[src/rtl/cm_block_fill.sv]
module cm_block_fill #(
  parameter int DEPTH = 64,
  parameter int DW    = 16,
  parameter int PW    = 5,
  parameter int AW    = $clog2(DEPTH)
) (
  input  logic          clk,
  input  logic          rst_n,
  input  logic          slot_en,
  input  logic          mode_fill,
  input  logic          fill_en,
  input  logic [PW-1:0] fill_pat,
  input  logic          cpu_we,
  input  logic [AW-1:0] cpu_addr,
  input  logic [DW-1:0] cpu_wdata,
  output logic          cm_we,
  output logic [AW-1:0] cm_addr,
  output logic [DW-1:0] cm_wdata,
  output logic          en_clr,
  output logic          busy
);

  localparam int ZW = DW - PW;

  typedef enum logic [1:0] {S_IDLE, S_FILL, S_DONE} st_t;

  st_t           st;
  logic [AW-1:0] addr_q;
  logic [PW-1:0] pat_q;

  wire arm     = mode_fill & fill_en;
  wire fill_wr = (st == S_FILL) & slot_en & mode_fill;
  wire last    = addr_q == AW'(DEPTH - 1);

  always_ff @(posedge clk) begin
    if (!rst_n) begin
      st     <= S_IDLE;
      addr_q <= '0;
      pat_q  <= '0;
    end else begin
      case (st)
        S_IDLE: if (arm) begin
          st     <= S_FILL;
          addr_q <= '0;
          pat_q  <= fill_pat;
        end
        S_FILL: if (!mode_fill) st <= S_DONE;
          else if (slot_en) begin
            addr_q <= addr_q + AW'(1);
            if (last) st <= S_DONE;
          end
        default: st <= S_IDLE;
      endcase
    end
  end

  assign busy     = st != S_IDLE;
  assign en_clr   = st == S_DONE;
  assign cm_we    = busy ? fill_wr : cpu_we;
  assign cm_addr  = busy ? addr_q  : cpu_addr;
  assign cm_wdata = busy ? {pat_q, {ZW{1'b0}}} : cpu_wdata;

  AST_RESET_QUIET: assert property (@(posedge clk) !rst_n |=> !busy && !en_clr);
  AST_ARM_NEEDS_BOTH: assert property (@(posedge clk) disable iff (!rst_n) $rose(busy) |-> $past(mode_fill && fill_en));
  AST_ADDR_STEP: assert property (@(posedge clk) disable iff (!rst_n) fill_wr |=> (st != S_FILL) || (addr_q == $past(addr_q) + AW'(1)));
  AST_LOW_BITS_ZERO: assert property (@(posedge clk) disable iff (!rst_n) busy && cm_we |-> cm_wdata[ZW-1:0] == '0);
  AST_CLR_PULSE: assert property (@(posedge clk) disable iff (!rst_n) en_clr |=> !en_clr && !busy);
  AST_CPU_BLOCKED: assert property (@(posedge clk) disable iff (!rst_n) busy && cpu_we && !slot_en |-> !cm_we);
  AST_ABORT_STOPS: assert property (@(posedge clk) disable iff (!rst_n) busy && !mode_fill |-> !cm_we);
  AST_BUSY_UNTIL_CLR: assert property (@(posedge clk) disable iff (!rst_n) $fell(busy) |-> $past(en_clr));

endmodule

[config.mk]
export PLATFORM = sky130hd
export DESIGN_NAME = cm_block_fill
export DESIGN_NICKNAME = d
export VERILOG_FILES = /design/src/rtl/cm_block_fill.sv
export SDC_FILE = /design/constraint.sdc
export NUM_CORES = 1
export LEC_CHECK = 0
export ABC_AREA = 1
export BUFFER_PORTS_ARGS = -buffer_cell sky130_fd_sc_hd__buf_4
export CORE_ASPECT_RATIO = 1.25
export CORE_MARGIN = 10
export CORE_UTILIZATION = 45
export DETAILED_ROUTE_END_ITERATION = 8
export PLACE_DENSITY = 0.84
export REMOVE_ABC_BUFFERS = 1
export SYNTH_ARGS = -nofsm -noshare
export SYNTH_HDL_FRONTEND = slang
export SYNTH_SLANG_ARGS = --single-unit
export TNS_END_PERCENT = 10
[constraint.sdc]
create_clock -name clk -period 2 [get_ports clk]
set_input_delay 0.1 -clock clk [delete_from_list [all_inputs] [get_ports clk]]
set_output_delay 0.1 -clock clk [all_outputs]
set_load 0.01 [all_outputs]
==> results.cfg, run 1 <==
[floorplan]
die_w_um = 60.2
ioPinCount = 58
core-area_sq_mm = 0.00196
core.rowCount = 18
floorplan.initialDensity_pct = 46.5
die_y_um = 70.3
fp.dieArea_sq_mm = 0.00423

[timing]
relSlewSlack_pct = 70.3
finalSetupTns_ps = 0
final-setup-viol-count = 0
fin_crit_sh_pct = 87.7
final_hold_viol_count = 0
fin_ws_ps = 246
worstMarginPinSlew_ps = 445
drv_slew = 0
worst_clock_skew_ps = 1.19
max_freq_mhz = 570
rsz_0062_raised_after_global_routing = no
layout_min_cycle_time_ps = 1750

[synth]
syn_area_sq_um = 911
post_synth_mux_area_share_pct = 0
synth_compound_area_share_pct = 12.0
post_synth_most_frequent_cells = sky130_fd_sc_hd__nand2_1, sky130_fd_sc_hd__nor2_1, sky130_fd_sc_hd__inv_1
synth_sequential_area_ratio_pct = 28.6
synthDominantAreaCellType = sky130_fd_sc_hd__dfxtp_1
synth_enable_flop_cells = 0
syn-mean-instance-area_sq_um = 6.15
synthDominantCellAreaShare_pct = 28.6
yosys.area_share.simple_pct = 44.6
syn_inst = 148
netlist-cell-type-count = 25
ys_top_cells_by_area = sky130_fd_sc_hd__dfxtp_1, sky130_fd_sc_hd__nand2_1, sky130_fd_sc_hd__nor2_1
post_synth_xor_area_fraction_pct = 0
yosys_warnings = 0
synth-async-reset-ratio_pct = 0
postSynth.topFlopCell = sky130_fd_sc_hd__dfxtp_1
combinational_family_with_the_most_area_after_synthesis = simple AND/OR/NAND/NOR gates
postSynthRegisterBits = 13
synth_most_common_cell = sky130_fd_sc_hd__nand2_1
post_synth_fa_ha_maj_area_fraction_pct = 1.37

[finish]
nets = 240
n_fill_cell = 185
final-seq-area_sq_um = 260
layout.core_utilization_pct = 69.5
syn_to_final_growth_pct = 49.5
fraction_of_final_layout_cells_sized_beyond_drive_strength_1_pct = 35.1
n_antenna_cell = 0
post_route_standard_cell_area_excluding_fillers_sq_mm = 0.00136
multi_input_comb_area_sq_um = 528

[power_and_ir_drop]
power.clock.fraction_pct = 23.4
power_per_cell_area_mw_per_mm2 = 529
leakage_power_uw = 0.000737
p_sw_uw = 238
total_power_uw = 720
netSwitchingFraction_pct = 33.1
vdd_ir_drop_max_mv = 0.368
combPwrFrac_pct = 36.9
seqPwrFrac_pct = 39.7
total_internal_power_uw = 482

[drt]
routed_wl_per_cell_um = 13.1
detail_route.drc_violations = 0
wirelength_um = 2950
drt-vias-per-instance = 4.80
drt_pre_antenna_iters = 4
postRouteAntennaNets = 0
detailedRoute.firstIterationViolations = 23
route.vias.total = 1079

[critical_path]
critical_path.n_buffers_inverters = 2
depth_of_the_most_critical_reg_to_reg_path = 6
cp_slowest_stage_delay_ps = 600
critical_path_cell_count = 5
cp_cell_sequence = nor2_8 > inv_2 > nand2_1 > nand2_1 > buf_4
worst_ep_required_time_ps = 1900
criticalPathCategory = reg -> out
critical_path.most_common_cell = sky130_fd_sc_hd__nand2_1
setup.worst_path.end_class = output port
critical_path_peak_fanout = 20
cpLargestDelayFamily = flip-flops
timing.critical_path.slowest_stage_cell = sky130_fd_sc_hd__dfxtp_1
worst_ep_arrival_time_ps = 1650
kind_of_launch_point_of_the_worst_setup_path = register

[clock_network]
post_cts_resize_count = 0
ctsHtreeMaxLevel = 1
clkSinkCount = 13
tritoncts = built
cts-root-buf = sky130_fd_sc_hd__clkbuf_4
clock_insertion_delay_worst_skew_ps = 280
cts.path.max_buffers = 2
cts.clk_slew.worst_paths_ps = 80
postCtsSetupBuffers = 0
cts_inserted_buffers = 3
ctsHoldBuffers = 0

[hold_path]
min_path_cells = 3
holdCritPathClass = in -> reg

[placement]
dpl_cell_area_sq_mm = 0.00134
port-buffer-count = 57
hpwl_um = 2410
weighted_congestion_at_the_end_of_routability_driven_global_placement = 0.835
dp_worst_setup_slack_ps = 388

[grt]
globalRouteTotalUtil_pct = 14.0
antenna_found_initial = 0
globalRouteOverflowTotal = 0
pin_count_of_the_biggest_net_entering_global_routing = 21
grt_pass1_wl_um = 4950
first_global_vias = 1106

[run]
max_cap_viol_count = 0

[run_status]
outcome = completed
==> state kept, by name, summed over array words and instances (netlist names) <==
name	flops
addr_q	6
pat_q	5
st	2
==> power groups by stage <==
stage	combinational, uW	sequential [uW]	clock [uW]
after floorplan	129	289	0
after global placement	261	291	0
after detailed placement	267	292	0
after CTS	269	286	166
after global routing	293	287	177
final	266	286	169
==> through the flow <==
stage               cells  hold slack [ps]
finish                225             38.5
global route          225             46.7
CTS                   225             45.7
detailed placement    221              334
global placement      221              322
floorplan             144              235
==> cell type report <==
cell class,instances,share of cell area [%]
multi-input cells,106,38.8
well taps,20,1.84
repair buffers,57,31.4
flip-flops and latches,13,19.1
inverters,25,6.89
clock buffers,4,1.93
==> routing by layer <==
layer	track usage (%)	up-vias	routed length [um]
met5	0	-	0
met4	4.00	0	45
met3	5.24	8	232
li1	-	565	-
met2	25.8	34	1620
met1	13.4	472	1050
==> worst register-to-register path: cells and delay by family (launching register included) <==
kind	cells	cell delay [ps]
simple gates	4	550
compound gates	1	120
flops	1	600
buf+inv	1	310
==> layout by cell type, fill, tap and decap left out, drive strengths merged <==
| cell | instances |
|---|---|
| nor3b | 2 |
| inv | 25 |
| a21boi | 1 |
| nand3 | 7 |
| nor3 | 1 |
| clkbuf | 4 |
| nand2 | 43 |
| nand4 | 1 |
| dfxtp | 13 |
| o21ai | 13 |
| buf | 57 |
| ha | 1 |
| a21oi | 5 |
| a21o | 1 |
| nor2 | 31 |
==> logic make-up after synthesis <==
| kind of cell | count (synthesis) |
|---|---|
| compound gates | 20 |
| buf+inv | 29 |
| flops | 13 |
| fa+ha+maj | 1 |
| simple gates | 85 |
==> final timing paths <==
check / from / end / slack [ps]
worst max-delay path: st[0]$_SDFFE_PN0P_ / cm_addr[1] / 250
worst min-delay path: fill_pat[0] / pat_q[0]$_SDFFE_PN0P_ / 40
worst max register to register: st[0]$_SDFFE_PN0P_ / addr_q[3]$_SDFFE_PN0P_ / 360
worst min register to register: pat_q[2]$_SDFFE_PN0P_ / pat_q[2]$_SDFFE_PN0P_ / 470
No activity file was read; power rests on OpenSTA's default activity.
==> inputs of run 2 (changes only) <==
- CORE_MARGIN: 10 -> default
- PLACE_DENSITY: 0.84 -> default
- PLACE_DENSITY_LB_ADDON: default -> 0.15
==> results.cfg, run 2 (synthesized netlist as in run 1, its figures left out) <==
[finish]
most-common-layout-cells = sky130_fd_sc_hd__buf_4, sky130_fd_sc_hd__nand2_1, sky130_fd_sc_hd__nor2_1
largest-register = addr_q
layout.cells.most_common = sky130_fd_sc_hd__buf_4
syn_to_final_growth_pct = 49.3
nets = 240
n_antenna_cell = 0
n_fill_cell = 157
fraction_of_final_layout_cells_sized_beyond_drive_strength_1_pct = 35.1
max_ffs_per_register = 6
post_route_standard_cell_area_excluding_fillers_sq_mm = 0.00136
layout.core_utilization_pct = 74.4
layout_top_registers = addr_q (6), pat_q (5), st (2)

[floorplan]
ioPinCount = 58
floorplan.initialDensity_pct = 49.8
core-area_sq_mm = 0.00183
die_y_um = 52.3
fp.dieArea_sq_mm = 0.00221
core.rowCount = 17
die_w_um = 42.2

[critical_path]
worst_ep_arrival_time_ps = 1590
criticalPathCategory = reg -> out
cp_cell_sequence = nor2_8 > inv_2 > nand2_1 > nand2_1 > buf_4
worst_ep_required_time_ps = 1900
critical_path.most_common_cell = sky130_fd_sc_hd__nand2_1
kind_of_launch_point_of_the_worst_setup_path = register
cp_slowest_stage_delay_ps = 590
critical_path_peak_fanout = 20
setup.worst_path.end_class = output port
timing.critical_path.slowest_stage_cell = sky130_fd_sc_hd__dfxtp_1
depth_of_the_most_critical_reg_to_reg_path = 6

[grt]
grt_pass1_wl_um = 4050
globalRouteOverflowTotal = 0
pin_count_of_the_biggest_net_entering_global_routing = 21
antenna_found_initial = 0
first_global_vias = 1013
globalRouteTotalUtil_pct = 24.0

[clock_network]
postCtsSetupBuffers = 0
cts.clk_slew.worst_paths_ps = 70
clock_insertion_delay_worst_skew_ps = 270
cts.path.max_buffers = 2
post_cts_resize_count = 0
cts-root-buf = sky130_fd_sc_hd__clkbuf_4
tritoncts = built
clkSinkCount = 13
cts_inserted_buffers = 3
ctsHoldBuffers = 0
ctsHtreeMaxLevel = 1

[run_status]
outcome = completed

[timing]
max_freq_mhz = 593
rsz_0062_raised_after_global_routing = no
worst_clock_skew_ps = 0.899
drv_slew = 0
layout_min_cycle_time_ps = 1690
fin_ws_ps = 312
relSlewSlack_pct = 71.4
finalHoldWorstSlack_ps = 47.8
worstMarginPinSlew_ps = 429
final_hold_viol_count = 0
final-setup-viol-count = 0
finalSetupTns_ps = 0
fin_crit_sh_pct = 84.4

[power_and_ir_drop]
power_per_cell_area_mw_per_mm2 = 518
power.clock.fraction_pct = 22.5
netSwitchingFraction_pct = 31.7
combPwrFrac_pct = 37.0
vdd_ir_drop_max_mv = 0.446
leakage_power_uw = 0.000737
total_internal_power_uw = 481
p_sw_uw = 224
seqPwrFrac_pct = 40.5

[placement]
dpl_cell_area_sq_mm = 0.00133
port-buffer-count = 57
dp_worst_setup_slack_ps = 407
hpwl_um = 1900
weighted_congestion_at_the_end_of_routability_driven_global_placement = 0.769

[drt]
drt_pre_antenna_iters = 4
routed_wl_per_cell_um = 10.3
detailedRoute.firstIterationViolations = 12
detail_route.drc_violations = 0
route.vias.total = 1075
wirelength_um = 2320
postRouteAntennaNets = 0
drt-vias-per-instance = 4.80

[hold_path]
holdCritPathClass = in -> reg
min_path_cells = 3

[run]
max_cap_viol_count = 0
## run 2: power by group through the flow
stage | clock (uW) | sequential [uW] | combinational (uW)
after floorplan | 0 | 289 | 129
after global placement | 0 | 291 | 257
after detailed placement | 0 | 292 | 262
after CTS | 166 | 286 | 263
after global routing | 179 | 287 | 290
final | 159 | 286 | 261
## run 2: routing by layer
metal | vias up | routed length, um | global-route usage, %
li1 | 568 | - | -
met1 | 474 | 888 | 23.4
met2 | 29 | 1300 | 48.5
met3 | 4 | 91 | 3.79
met4 | 0 | 34 | 10.9
met5 | - | 0 | 0
## run 2: area by class of cell
type / instances / area, sq um / share of cell area [%]
multi-input cells: 106 / 528 / 38.8
flip-flops and latches: 13 / 260 / 19.1
repair buffers: 57 / 428 / 31.5
well taps: 19 / 23.8 / 1.75
clock buffers: 4 / 26.3 / 1.93
inverters: 25 / 93.8 / 6.90
## run 2: critical path, delay by kind of cell, from the launching register on
family                 cells  cell delay, ps
flip-flops                 1             590
buffers and inverters      2             410
AND/OR/NAND/NOR            3             320
## run 2: worst paths after layout
path / slack [ps] / from / to
worst max-delay path: 310 / st[0]$_SDFFE_PN0P_ / cm_addr[2]
worst min-delay path: 50 / fill_pat[0] / pat_q[0]$_SDFFE_PN0P_
worst max register to register: 380 / st[0]$_SDFFE_PN0P_ / addr_q[3]$_SDFFE_PN0P_
worst min register to register: 450 / pat_q[2]$_SDFFE_PN0P_ / pat_q[2]$_SDFFE_PN0P_
## run 2: stage by stage
step | std cells | total power (uW)
after floorplan | 144 | 418
after global placement | 220 | 548
after detailed placement | 220 | 554
after CTS | 224 | 714
after global routing | 224 | 757
final | 224 | 705
==> inputs of run 3 (changes only) <==
- CORE_UTILIZATION: 45 -> 42
- clock period: 2 -> 1.6 ns (I/O delays scaled with it)
==> results.cfg, run 3 (synthesized netlist as in run 1, its figures left out) <==
[floorplan]
core.rowCount = 18
core-area_sq_mm = 0.00200
fp.dieArea_sq_mm = 0.00236
ioPinCount = 58
die_y_um = 54.1
floorplan.initialDensity_pct = 45.4
die_w_um = 43.7

[drt]
drt-vias-per-instance = 4.61
detailedRoute.firstIterationViolations = 15
drt_pre_antenna_iters = 6
routed_wl_per_cell_um = 10.1
route.vias.total = 1052
postRouteAntennaNets = 0
detail_route.drc_violations = 3
wirelength_um = 2310

[timing]
max_freq_mhz = 681
final-setup-viol-count = 0
fin_crit_sh_pct = 91.8
worstMarginPinSlew_ps = 252
layout_min_cycle_time_ps = 1470
final_hold_viol_count = 0
relSlewSlack_pct = 83.1
drv_slew = 0
worst_clock_skew_ps = 2.19
fin_ws_ps = 131
finalSetupTns_ps = 0

[hold_path]
worst_hold_startpoint = fill_pat[4]
holdCritPathClass = in -> reg
min_path_cells = 3
whs_endpoint = pat_q[4]$_SDFFE_PN0P_

[grt]
antenna_found_initial = 0
pin_count_of_the_biggest_net_entering_global_routing = 20
globalRouteTotalUtil_pct = 21.0
grt_pass1_wl_um = 3770
first_global_vias = 998
globalRouteOverflowTotal = 0

[clock_network]
cts.path.max_buffers = 2
cts-root-buf = sky130_fd_sc_hd__clkbuf_4
tritoncts = built
ctsHtreeMaxLevel = 1
clkSinkCount = 13
ctsHoldBuffers = 0
cts.clk_slew.worst_paths_ps = 80
clock_insertion_delay_worst_skew_ps = 280
cts_inserted_buffers = 3

[placement]
dp_worst_setup_slack_ps = 220
dpl_cell_area_sq_mm = 0.00134
port-buffer-count = 57
weighted_congestion_at_the_end_of_routability_driven_global_placement = 0.782
hpwl_um = 1870

[finish]
layout.cells.most_common = sky130_fd_sc_hd__buf_4
largest-register = addr_q
most-common-layout-cells = sky130_fd_sc_hd__buf_4, sky130_fd_sc_hd__nand2_1, sky130_fd_sc_hd__nor2_1
n_antenna_cell = 0
layout.core_utilization_pct = 69.2
max_ffs_per_register = 6
post_route_standard_cell_area_excluding_fillers_sq_mm = 0.00139
syn_to_final_growth_pct = 52.2
fraction_of_final_layout_cells_sized_beyond_drive_strength_1_pct = 37.0
layout_top_registers = addr_q (6), pat_q (5), st (2)
nets = 243

[power_and_ir_drop]
leakage_power_uw = 0.000754
total_power_uw = 901
power_per_cell_area_mw_per_mm2 = 650
vdd_ir_drop_max_mv = 0.692

[critical_path]
kind_of_launch_point_of_the_worst_setup_path = register
worst_ep_arrival_time_ps = 1390
critical_path_peak_fanout = 19
criticalPathCategory = reg -> out
rr_startpoint = st[1]$_SDFFE_PN0P_
reg2reg_setup_slack_ps = 300
depth_of_the_most_critical_reg_to_reg_path = 8
setup.worst_path.end_class = output port
timing.rr.end = addr_q[1]$_SDFFE_PN0P_
worst_ep_required_time_ps = 1520

[run_status]
violations = design-rule violations
outcome = finished with violations

[run]
max_cap_viol_count = 0
[run 3: metrics by stage]
stage,std cells,hold slack (ps)
6_report,228,17.9
5_1_grt,228,23.2
4_1_cts,226,21.8
3_5_place_dp,222,314
3_3_place_gp,222,302
2_1_floorplan,144,215
[run 3: where the power goes]
group	switching (uW)	leakage [uW]	internal, uW	total, uW
Combinational	163	0.000630	173	336
Sequential	17.0	0.000107	341	357
Clock	114	0.0000177	92.9	207
Total	294	0.000754	606	901
[run 3: how the worst max path moves through the flow]
| stage | slack [ps] | endpoint | from | cells past startpoint |
|---|---|---|---|---|
| after floorplan | 200 | addr_q[3]$_SDFFE_PN0P_ | st[0]$_SDFFE_PN0P_ | 6 |
| after global placement | 220 | addr_q[3]$_SDFFE_PN0P_ | st[0]$_SDFFE_PN0P_ | 6 |
| after detailed placement | 220 | addr_q[3]$_SDFFE_PN0P_ | st[0]$_SDFFE_PN0P_ | 6 |
| after CTS | 20 | cm_wdata[15] | st[0]$_SDFFE_PN0P_ | 6 |
| after global routing | -1 | cm_wdata[14] | st[1]$_SDFFE_PN0P_ | 6 |
| final | 130 | cm_wdata[15] | st[1]$_SDFFE_PN0P_ | 6 |
[run 3: area by class of cell]
type                            instances  area, sq um
Tap cell                               20         25.0
Multi-Input combinational cell        106          528
Sequential cell                        13          262
Clock inverter                          1         5.00
Inverter                               25         93.8
Timing Repair Buffer                   60          450
Fill cell                             189          618
Clock buffer                            3         22.5
[run 3: timing repair]
item	4_1_cts	5_1_grt
setup endpoints to repair	18	18
buffers inserted	0	2
pin swaps	0	1
resized for setup	1	0
[run 3: critical path, cell delays in order (launching register included)]
cell and delay (ps):
sky130_fd_sc_hd__dfxtp_1 470, sky130_fd_sc_hd__nor2_8 80, sky130_fd_sc_hd__inv_2 80, sky130_fd_sc_hd__buf_4 220, sky130_fd_sc_hd__nand2_1 70, sky130_fd_sc_hd__nand2_1 70, sky130_fd_sc_hd__buf_4 110
[run 3: layer usage]
layer	wire length [um]	GRT usage [%]	part of all wire (%)	vias up
li1	-	-	-	571
met1	846	21.5	37	453
met2	1350	43.3	58	26
met3	108	3.36	4.7	2
met4	4	4.69	0.17	0
met5	0	0	0	-
